File: src/rtl/prd_pkg.sv
package prd_pkg;
    typedef enum logic [2:0] {
        S_FETCH,
        S_ADDR,
        S_CNT,
        S_FIX,
        S_DRAIN,
        S_DONE
    } prd_state_e;

    localparam logic [16:0] BOUNDARY = 17'h10000;
    localparam logic [16:0] HALF     = 17'h08000;
    localparam logic [31:0] END_MARK = 32'h8000_0000;
endpackage

File: src/rtl/prd_chunk_calc.sv
module prd_chunk_calc #(
    parameter int LEN_W = 24
) (
    input  logic [15:0]      addr_lo,
    input  logic [LEN_W-1:0] remain,
    input  logic             alt,
    output logic [16:0]      chunk
);
    import prd_pkg::*;

    logic [16:0]      room;
    logic [LEN_W-1:0] room_w;
    logic [LEN_W-1:0] take_w;

    always_comb begin
        room   = BOUNDARY - {1'b0, addr_lo};
        room_w = LEN_W'(room);
        take_w = (remain < room_w) ? remain : room_w;
        chunk  = take_w[16:0];
        // a full 64 KB piece is emitted as halves in normal mode
        if (!alt && chunk == BOUNDARY)
            chunk = HALF;
    end
endmodule

File: src/rtl/prd_count_enc.sv
module prd_count_enc (
    input  logic [16:0] chunk,
    input  logic        alt,
    output logic [31:0] word
);
    logic [16:0] quads_m1;

    always_comb begin
        quads_m1 = (chunk >> 2) - 17'd1;
        if (alt)
            word = {quads_m1[15:0], 16'h0000};
        else
            word = {16'h0000, chunk[15:0]};
    end
endmodule

File: src/rtl/prd_table_builder.sv
module prd_table_builder #(
    parameter int CAP   = 256,
    parameter int LEN_W = 24,
    parameter int AW    = 16,
    localparam int CNT_W = $clog2(CAP + 1)
) (
    input  logic             clk,
    input  logic             rst_n,
    input  logic [AW-1:0]    cfg_base,
    input  logic             cfg_alt,
    input  logic             seg_valid,
    output logic             seg_ready,
    input  logic [31:0]      seg_addr,
    input  logic [LEN_W-1:0] seg_len,
    input  logic             seg_last,
    output logic             wr_en,
    output logic [AW-1:0]    wr_addr,
    output logic [31:0]      wr_data,
    output logic             done,
    output logic             ok,
    output logic [CNT_W-1:0] entry_count
);
    import prd_pkg::*;

    typedef struct packed {
        prd_state_e       st;
        logic [31:0]      addr;
        logic [LEN_W-1:0] rem;
        logic [16:0]      chunk;
        logic             last;
        logic             alt;
        logic             active;
        logic [AW-1:0]    ptr;
        logic [CNT_W-1:0] cnt;
        logic [31:0]      lastw;
        logic             ok;
    } regs_t;

    regs_t q, d;

    logic [16:0] chunk_now;
    logic [31:0] cnt_word;

    prd_chunk_calc #(.LEN_W(LEN_W)) u_chunk (
        .addr_lo (q.addr[15:0]),
        .remain  (q.rem),
        .alt     (q.alt),
        .chunk   (chunk_now)
    );

    prd_count_enc u_enc (
        .chunk (q.chunk),
        .alt   (q.alt),
        .word  (cnt_word)
    );

    function automatic prd_state_e finish_st(input logic [CNT_W-1:0] n, input logic alt);
        return (n == '0 || alt) ? S_DONE : S_FIX;
    endfunction

    always_comb begin
        logic [CNT_W-1:0] n_now;
        logic             alt_now;
        d         = q;
        seg_ready = 1'b0;
        wr_en     = 1'b0;
        wr_addr   = q.ptr;
        wr_data   = '0;
        done      = 1'b0;
        n_now     = q.active ? q.cnt : '0;
        alt_now   = q.active ? q.alt : cfg_alt;
        case (q.st)
            S_FETCH: begin
                seg_ready = 1'b1;
                if (seg_valid) begin
                    if (!q.active) begin
                        d.active = 1'b1;
                        d.alt    = cfg_alt;
                        d.ptr    = cfg_base;
                        d.cnt    = '0;
                    end
                    if (seg_len == '0) begin
                        if (seg_last) begin
                            d.st = finish_st(n_now, alt_now);
                            d.ok = (n_now != '0) && alt_now;
                        end
                    end else begin
                        d.addr = seg_addr;
                        d.rem  = seg_len;
                        d.last = seg_last;
                        d.st   = S_ADDR;
                    end
                end
            end
            S_ADDR: begin
                if (q.cnt == CNT_W'(CAP)) begin
                    d.ok = 1'b0;
                    d.st = q.last ? S_DONE : S_DRAIN;
                end else begin
                    wr_en   = 1'b1;
                    wr_data = q.addr;
                    d.ptr   = q.ptr + AW'(1);
                    d.chunk = chunk_now;
                    d.st    = S_CNT;
                end
            end
            S_CNT: begin
                wr_en   = 1'b1;
                wr_data = cnt_word;
                d.lastw = cnt_word;
                d.ptr   = q.ptr + AW'(1);
                d.cnt   = q.cnt + CNT_W'(1);
                d.addr  = q.addr + 32'(q.chunk);
                d.rem   = q.rem - LEN_W'(q.chunk);
                if (q.rem == LEN_W'(q.chunk)) begin
                    if (q.last) begin
                        d.st = finish_st(q.cnt + CNT_W'(1), q.alt);
                        d.ok = q.alt;
                    end else begin
                        d.st = S_FETCH;
                    end
                end else begin
                    d.st = S_ADDR;
                end
            end
            S_FIX: begin
                wr_en   = 1'b1;
                wr_addr = q.ptr - AW'(1);
                wr_data = q.lastw | END_MARK;
                d.ok    = 1'b1;
                d.st    = S_DONE;
            end
            S_DRAIN: begin
                seg_ready = 1'b1;
                if (seg_valid && seg_last)
                    d.st = S_DONE;
            end
            S_DONE: begin
                done     = 1'b1;
                d.active = 1'b0;
                d.st     = S_FETCH;
            end
            default: d.st = S_FETCH;
        endcase
    end

    always_ff @(posedge clk) begin
        if (!rst_n) q <= '0;
        else        q <= d;
    end

    assign ok          = q.ok;
    assign entry_count = q.ok ? q.cnt : '0;

    AST_NO_CROSS: assert property (@(posedge clk) disable iff (!rst_n)
        (q.st == S_CNT) |-> ({2'b00, q.addr[15:0]} + {1'b0, q.chunk}) <= 18'h10000);
    AST_NZ_COUNT: assert property (@(posedge clk) disable iff (!rst_n)
        (wr_en && q.st == S_CNT && !q.alt) |-> (wr_data[15:0] != 16'h0000));
    AST_ALT_NO_MARK: assert property (@(posedge clk) disable iff (!rst_n)
        (wr_en && q.st == S_CNT && q.alt) |-> !wr_data[31] && wr_data[15:0] == 16'h0);
    AST_NO_OVERFLOW: assert property (@(posedge clk) disable iff (!rst_n)
        q.cnt <= CNT_W'(CAP));
    AST_EMPTY_FAILS: assert property (@(posedge clk) disable iff (!rst_n)
        (done && q.cnt == '0) |-> !ok);
    AST_DONE_PULSE: assert property (@(posedge clk) disable iff (!rst_n)
        done |=> !done);
    AST_NO_ACCEPT_BUSY: assert property (@(posedge clk) disable iff (!rst_n)
        seg_ready |-> !wr_en && !done);
endmodule

File: config.mk
export PLATFORM = sky130hd
export DESIGN_NAME = prd_table_builder
export DESIGN_NICKNAME = d
export VERILOG_FILES = /design/src/rtl/prd_pkg.sv /design/src/rtl/prd_chunk_calc.sv /design/src/rtl/prd_count_enc.sv /design/src/rtl/prd_table_builder.sv
export SDC_FILE = /design/constraint.sdc
export NUM_CORES = 1
export LEC_CHECK = 0
export BUFFER_PORTS_ARGS = -buffer_cell sky130_fd_sc_hd__buf_2
export CELL_PAD_IN_SITES_DETAIL_PLACEMENT = 0
export CELL_PAD_IN_SITES_GLOBAL_PLACEMENT = 1
export CORE_MARGIN = 2
export CORE_UTILIZATION = 43
export DETAILED_ROUTE_END_ITERATION = 7
export PLACE_DENSITY_LB_ADDON = 0.1
export SETUP_SLACK_MARGIN = 0.3
export SYNTH_ARGS = -nofsm -noshare
export SYNTH_HDL_FRONTEND = slang
export SYNTH_SLANG_ARGS = --single-unit
File: constraint.sdc
create_clock -name clk -period 4.2 [get_ports clk]
set_input_delay 0.42 -clock clk [delete_from_list [all_inputs] [get_ports clk]]
set_output_delay 0.42 -clock clk [all_outputs]
set_load 0.02 [all_outputs]
Word-level counts from Yosys, hierarchy flattened
Index checks and enable logic that the tools add are counted.

storage, ports and cells
  bits in registers = 136

operators by class
  add/sub/neg operators = 7
  order comparisons = 1
  eq/ne operators = 19
  multiplexer cells = 39
  bitwise operators = 3
  reductions and logical operators = 26

operators by type and width
  cell                      number
  $pmux W56 S2              1
  $pmux W32 S3              1
  $mux W32                  2
  $mux W59                  1
  $mux W56                  1
  $pmux W16 S3              1
  $mux W17                  2
  $add A32 B17 Y32          1
  $mux W16                  2
  $mux W26                  1
  $mux W25                  1
  $eq A24 B17 Y1            1
  $logic_not A24 Y1         1
  $lt A24 B17 Y1            1
  $mux W3                   8
  $sub A24 B17 Y24          1
  $ne A2 B2 Y1 const B      10
  $logic_not A9 Y1          2
  $mux W9                   2
  $pmux W9 S2               1
  $eq A17 B17 Y1 const B    1
  $sub A17 B16 Y17 const A  1
  $add A16 B1 Y16 const B   1
  $sub A15 B1 Y16 const B   1
  other kinds (25)          50

Depth between registers and ports, before layout
Gate-level depths: netlist of the first run.

  word-level depth = 8
  depth in mapped cells = 14

By module
A second synthesis of the first run with hierarchy kept.

second synthesis, totals
  cell total of the unflattened synthesis = 1,451
  area, all modules = 10,592.7 um2

by module, submodules not included
  module             times used  cells each  area an instance (um2)  sequential area each (um2)
  prd_table_builder  1           1,249       9,167.5                 2,722.6
  prd_chunk_calc     1           126         964.7                   0.0
  prd_count_enc      1           76          460.4                   0.0

Worst setup path before layout of the first run
OpenSTA, ideal clock, no wires.

  path kind = register to register
  start = reg q[103] (netlist bit)
  end = reg q[77] (netlist bit)
  library setup time = 0.120 ns
  data arrival time = 2.880 ns
  data required time = 4.080 ns
  path slack = 1.200 ns
  stages on the path, launching flop included = 13
  buffers on the path = 1
  path through = dfxtp_1 inv_1 ha_1 nand3_1 or4_1 or4_1 ha_1 o211ai_1 o21a_1 buf_4 nor2_4 nor3_1 o31a_1

between the ends
  longest elaborated chain between the ends = 6

ends and longest elaborated chain
  what                    RTL line                  source
  from (decl)             prd_table_builder.sv:39   regs_t q, d;
  from (signal assigned)  prd_table_builder.sv:148  if (!rst_n) q <= '0;
  from (signal assigned)  prd_table_builder.sv:149  else q <= d;
  $sub A17 B16 Y17 (*)    prd_chunk_calc.sv:16      room = BOUNDARY - {1'b0, addr_lo};
  $lt A24 B17 Y1          prd_chunk_calc.sv:18      take_w = (remain < room_w) ? remain : room_w;
  $mux W17 (*)            prd_chunk_calc.sv:18
  $eq A17 B17 Y1          prd_chunk_calc.sv:21      if (!alt && chunk == BOUNDARY)
  $logic_and A1 B1 Y1     prd_chunk_calc.sv:21
  $mux W17 (*)            prd_chunk_calc.sv:21

Every way passes the cells marked *; elsewhere a longest branch is shown, timed or not.
A chain may end at the register's enable or synchronous reset.

Worst setup path in the final report of the first run
Ends and elaborated chain as after synthesis.

==> impl_results.md, run 1 <==
* Hold-fix buffer count after cts at 0
* Global-route wire length before repair at 52.05 mm
* Post-CTS Setup Inserts at 0
* Setup TNS at 0 ns
* Initial DRT Pass Iterations at 5
* EDFF count, synth at 0
* Total track usage at 27.13%
* Clock latency on the worst-skew pair at 0.44 ns
* Post-synthesis mux area share at 1.043%
* Minimum clock period after layout at 3.548 ns
* Max-cap violations at 0
* Avg Inst Size Synth at 7.571 µm²
* CTS tree: built
* Post-Synth XOR/XNOR Area at 5.366%
* Worst setup path category: reg2reg
* Largest stage delay on the critical path at 0.48 ns
* Number of cells on the critical path at 11
* Gpl congestion at 0.9101
* Largest net degree at the start of global routing at 56
* Worst-path cell with the longest stage delay: o2111a_2
* CP Data Arrival Time at 3.87 ns
* Met3 WL at 1.753 mm
* Clock Tree Buf Depth at 2
* Post-Synthesis Cells at 1315
* Die footprint at 24390 µm²
* # DRC at 0
* Final Non-Filler Cells at 1707
* CTS sink cnt at 136
* Fill cells at 2303
* Initial antenna violation count at 0
* Die Span X at 156.2 µm
* Met2 WL at 15.58 mm
* Switch Pwr at 2.574 mW
* Int Power at 3.420 mW
* WHS at 0.2215 ns
* Adder-cell share of the synthesized area at 7.440%
* Die height at 156.2 µm
* Critical Path RT at 4.52 ns
* Final setup vio count at 0
* Worst hold path type: in2reg
* Synth Flop Type: dfxtp_1
* CP Capture Type: flip-flop
* DRT iter0 DRCs at 819
* Row cnt at 55
* Core footprint at 22710 µm²
* WL per Instance at 19.49 µm
* Fin. max-slew vios at 0
* Crit-path max FO at 20
* Antenna Cells at 0
* Final instance area at 11410 µm²
* Grt ovf at 0
* R2R depth at 11
* Top sig layer: met4
* Switch share at 42.94%
* Hold Violations, Final at 0
* Detail-routed via count per cell at 6.025
* VDD IR max at 258.7 µV
* Vias in the first global route at 9384
* Placement Cell Area at 10820 µm²
* Layout cells sized above 1 at 16.67%
* Period utilisation layout at 84.47%
* Slew headroom at 27.68%
* Comb pwr share at 45.2%
* Worst-case clock skew at 0.01082 ns
* Worst-path clk slew at 0.07 ns
* Asr flop ratio synth at 0%
* CP bufs+invs at 1
* Placed cells at 1675
* Layout Nets at 1544
* Post-DP HPWL at 24.45 mm
* Total power at 5.994 mW
* Share of power burned in registers at 29.3%
* Worst Tran Pin Value at 1.085 ns
* CTS root buf: clkbuf_16
* Hold path cells at 3
* Vias at 10285
* H-tree levels at 4
* Pwr/cell area at 525.6 nW/µm²
* Post-synthesis simple-gate area fraction at 25.49%
* Outcome: finished clean
* Sequential share of the synthesized area at 27.35%
* Synth Register Bits at 136
* Post-synthesis compound-gate area fraction at 27.07%
* RSZ-0062 raised after global routing: no
* Resize count post-CTS at 0
* IO Count at 138
* Post-synthesis cell type count at 89
* P&R area growth vs syn at 14.57%
* Clock network fraction of total power at 25.6%
* ANT nets after route at 0
* Final WL at 33.26 mm
* Initial Utilization at 43.84%
* CP delay by family, top: simple AND/OR/NAND/NOR gates
* Port Buf Inserts at 137
* Critical path cell sequence: inv_1, ha_1, nand3_1, or4_1, or4_1, ha_1, a211oi_2, o2111a_2, nor2_4, and3b_1, o31a_1
* CTS buffer count at 17
* Max Clk Rate at 281.9 MHz
* Largest family of logic cells by synthesized area: compound AO/OA/AOI/OAI gates
* Synthesized Nets at 1450
* DRT met1 WL at 15.50 mm
* Synthesized area at 9956 µm²
* Worst setup SP type: flip-flop
* Static Leakage at 4.853 nW
* Yosys warnings at 0
-- cells by family after synthesis --
kind of cell    count (synthesis)
simple gates                  509
compound gates                394
buf+inv                       147
flops                         136
xor+xnor                       61
fa+ha+maj                      58
mux                            10
-- worst register-to-register path: cells and delay by family, from the launching register on --
kind            cells  cell delay [ns]
compound gates      3             0.98
fa+ha+maj           2             0.58
buf+inv             1             0.15
flops               1             0.34
simple gates        5             1.40
-- per-layer routing --
metal / track usage (%) / vias to the layer above
li1: - / 5038
met5: 0 / -
met4: 6.859 / 0
met2: 44.63 / 307
met1: 36.80 / 4908
met3: 4.861 / 32
-- state kept, by name (all words and copies together), names as in the netlist --
signal / count
q: 135
ok: 1
-- layout make-up --
class	count	area [µm²]	share of cell area [%]
clock buffer	18	439.2	3.850
clock inverter	14	148.9	1.305
inverter	62	234.0	2.051
multi-input combinational	1032	6634	58.16
sequential	136	2723	23.87
tap	285	356.6	3.126
timing repair buffer	160	870.8	7.635
-- cells in the mapped netlist, types with 7 or more instances --
cell,number,area [µm²]
a21o_1,9,67.56
a221o_1,15,150.1
buf_4,7,52.55
nand4_1,15,93.84
o21a_1,10,75.07
clkbuf_1,52,195.2
dfxtp_1,136,2723
nand2b_1,8,50.05
a311oi_1,19,166.4
a22oi_1,23,172.7
o31ai_1,7,52.55
nor3_1,36,180.2
o21ai_0,61,305.3
mux2i_1,7,70.07
a21oi_1,107,535.5
nor2b_1,12,75.07
nor2_1,171,641.9
inv_1,62,232.7
a221oi_1,15,131.4
a31oi_1,28,175.2
or4_1,7,52.55
nand3_1,32,160.2
a222oi_1,16,160.2
a211oi_1,13,97.59
buf_2,16,80.08
o211ai_1,8,60.06
and3_1,17,106.4
xor2_1,23,201.4
nand2_1,115,431.7
and2_1,15,93.84
nor4_1,18,112.6
ha_1,56,700.7
or3_1,20,125.1
xnor2_1,38,332.8
o21ai_1,17,85.08
-- path summary, 6_finish.rpt --
kind	startpoint	to	slack (ns)
min reg2reg	q[18]	q[18]	0.49
min	cfg_alt	q[59]	0.22
max reg2reg	q[103]	q[77]	0.65
max	q[103]	q[77]	0.65
-- power groups by stage --
| stage | clock network [mW] | registers [mW] | logic (mW) |
|---|---|---|---|
| floorplan | 0 | 1.64 | 2.10 |
| global placement | 0 | 1.77 | 2.67 |
| detailed placement | 0 | 1.77 | 2.67 |
| CTS | 1.55 | 1.74 | 2.69 |
| global route | 1.61 | 1.78 | 3.00 |
| finish | 1.53 | 1.75 | 2.71 |
-- cell usage in the layout, fill, tap and decap left out, types with 16 or more instances in the layout --
master,instances
a31oi_1,28
nor2_1,168
buf_2,137
a22oi_1,23
a311oi_1,19
o21ai_1,17
nor4_1,18
xnor2_1,38
buf_4,22
or3_1,20
a222oi_1,16
nor3_1,36
inv_1,61
xor2_1,23
and3_1,17
nand2_1,115
nand3_1,32
ha_1,56
o21ai_0,61
clkbuf_16,17
dfxtp_1,136
a21oi_1,107
-- metrics by stage --
step	util, %	worst slack [ns]
3_3_place_gp	47.64	0.7633
2_1_floorplan	-	1.200
4_1_cts	50.23	0.6671
6_report	50.23	0.6521
5_1_grt	50.23	0.4232
3_5_place_dp	47.64	0.6795
(Power assumes the default switching activity.)
==> run 2: changes to the inputs <==
--- a/config.mk
+++ b/config.mk
@@ -9,7 +9,7 @@
 export CELL_PAD_IN_SITES_DETAIL_PLACEMENT = 0
 export CELL_PAD_IN_SITES_GLOBAL_PLACEMENT = 1
 export CORE_MARGIN = 2
-export CORE_UTILIZATION = 43
+export CORE_UTILIZATION = 39
 export DETAILED_ROUTE_END_ITERATION = 7
 export PLACE_DENSITY_LB_ADDON = 0.1
 export SETUP_SLACK_MARGIN = 0.3
==> constraint.sdc (replaced) <==
create_clock -name clk -period 3.05 [get_ports clk]
set_input_delay 0.305 -clock clk [delete_from_list [all_inputs] [get_ports clk]]
set_output_delay 0.305 -clock clk [all_outputs]
set_load 0.02 [all_outputs]
==> run 2 against run 1 <==
- critical path depth grew 1
- combinational power increased by 90%
- flip-flop and latch count did not move
- largest power group unchanged
==> impl_results.md, run 2 (same netlist as run 1, synthesis figures left out) <==
* Outcome: finished clean
* CP delay by family, top: simple AND/OR/NAND/NOR gates
* Grt ovf at 0
* Critical path cell sequence: nor2_4, nand4_1, nor4_2, or3b_4, xnor2_2, ha_1, a211o_1, nor2_2, o2111a_2, nor2_4, and3b_1, o31a_1
* CP bufs+invs at 0
* Clock Tree Buf Depth at 2
* Max-cap violations at 0
* Grt met2 use at 45.74%
* Storage element area at 2770 µm²
* Clock network fraction of total power at 21.8%
* Critical Path RT at 3.37 ns
* Largest net degree at the start of global routing at 60
* Register name with the most flops: q
* Commonest non-fill, non-tap cell in the layout: nor2_1
* Fin. max-slew vios at 0
* Vias at 10992
* Period utilisation layout at 98.38%
* Worst Tran Pin Value at 0.9550 ns
* Final setup vio count at 0
* Largest stage delay on the critical path at 0.45 ns
* # DRC at 0
* Crit-path max FO at 4
* RSZ-0062 raised after global routing: yes
* CP Data Arrival Time at 3.33 ns
* Static Leakage at 5.731 nW
* Final WL at 37.98 mm
* DRT iter0 DRCs at 963
* Worst-path clk slew at 0.07 ns
* Share of power burned in registers at 24.5%
* Die footprint at 26820 µm²
* Gpl congestion at 0.9047
* Max reg flops at 135
* Worst setup path category: reg2reg
* Row cnt at 58
* Die Span X at 163.8 µm
* Switch share at 42.38%
* Die height at 163.8 µm
* Core footprint at 25110 µm²
* Worst hold path type: in2reg
* Switch Pwr at 4.074 mW
* Worst setup SP type: flip-flop
* Hold Violations, Final at 0
* CTS sink cnt at 136
* Pwr/cell area at 714.2 nW/µm²
* Minimum clock period after layout at 3.001 ns
* CP Capture Type: flip-flop
* Post-DP HPWL at 26.49 mm
* IO Count at 138
* CTS buffer count at 17
* Total power at 9.613 mW
* Int Power at 5.539 mW
* Clock latency on the worst-skew pair at 0.44 ns
* Layout Nets at 1672
* Fill cells at 2497
* Global-route wire length before repair at 57.74 mm
* VDD IR max at 356.1 µV
* Max Clk Rate at 333.3 MHz
* Commonest cells after routing, fill and taps aside: 163 x nor2_1, 125 x buf_4, 114 x dfxtp_1
* Crit-path most repeated cell: nor2_4
* Initial Utilization at 39.65%
* Antenna Cells at 0
* ANT nets after route at 0
* WL per Instance at 20.20 µm
* Initial antenna violation count at 1
* Initial DRT Pass Iterations at 5
* Detail-routed via count per cell at 5.847
* Port Buf Inserts at 137
* Comb pwr share at 53.6%
* GRT met3 Usage at 5.000%
* WHS at 0.1179 ns
* Worst-case clock skew at 0.01175 ns
* H-tree levels at 4
* Area of the multi-input gates at 7193 µm²
* GRT met1 Usage at 37.14%
* Final instance area at 13460 µm²
* Placement Cell Area at 11540 µm²
* Vias in the first global route at 10090
* CTS tree: built
* P&R area growth vs syn at 35.20%
* CTS root buf: clkbuf_16
* Grt peak-use layer: met2
* Total track usage at 27.92%
* Worst-path cell with the longest stage delay: or3b_4
* Layout cells sized above 1 at 29.74%
* Slew headroom at 36.33%
run 2: area by class of cell:
type                       instances  share of cell area [%]
clock buffer                      18                   3.263
inverter                          62                   1.738
sequential                       136                   20.58
timing repair buffer             286                   16.89
multi-input combinational       1034                   53.44
clock inverter                    14                   1.022
tap                              330                   3.067
run 2: power by group through the flow:
| stage | logic (mW) | clock network (mW) | registers, mW |
|---|---|---|---|
| finish | 5.16 | 2.10 | 2.36 |
| global route | 5.60 | 2.20 | 2.38 |
| CTS | 4.74 | 2.11 | 2.33 |
| detailed placement | 4.21 | 0 | 2.36 |
| global placement | 4.21 | 0 | 2.36 |
| floorplan | 2.92 | 0 | 2.26 |
run 2: worst paths after layout:
path | startpoint | endpoint | slack, ns | depth (start not counted)
worst min register to register | q[27] | q[27] | 0.49 | 2
worst max register to register | q[105] | q[77] | 0.05 | 12
worst min-delay path | seg_addr[19] | q[121] | 0.12 | 3
worst max-delay path | q[105] | q[77] | 0.05 | 12
run 2: metrics by stage:
stage / std cells / setup TNS, ns / setup slack, ns / utilization [%]
global placement: 1792 / 0 / 0.03378 / 45.97
finish: 1880 / 0 / 0.04926 / 53.61
detailed placement: 1792 / -0.1762 / -0.07452 / 45.97
CTS: 1866 / 0 / 0.02919 / 51.11
global route: 1880 / -1.518 / -0.1318 / 53.61
floorplan: 1315 / 0 / 0.08997 / -
run 2: what timing repair did:
item                       CTS  global route
gates resized for setup     80           128
pin swaps                   47            45
hold buffers                 0             0
setup endpoints to repair   81            79
setup buffers               35            14
gates cloned                 7             0
run 2: worst register-to-register path, stage by stage, from the launching register on:
cell and delay (ns):
dfxtp_2 0.34, nor2_4 0.11, nand4_1 0.16, nor4_2 0.22, or3b_4 0.45, xnor2_2 0.15
ha_1 0.31, a211o_1 0.30, nor2_2 0.09, o2111a_2 0.28, nor2_4 0.06, and3b_1 0.17
o31a_1 0.24
run 2: layer usage:
layer  part of all wire, %  vias up
li1                      -     5285
met1                    45     5274
met2                    47      359
met3                   5.6       74
met4                   2.9        0
met5                     0        -
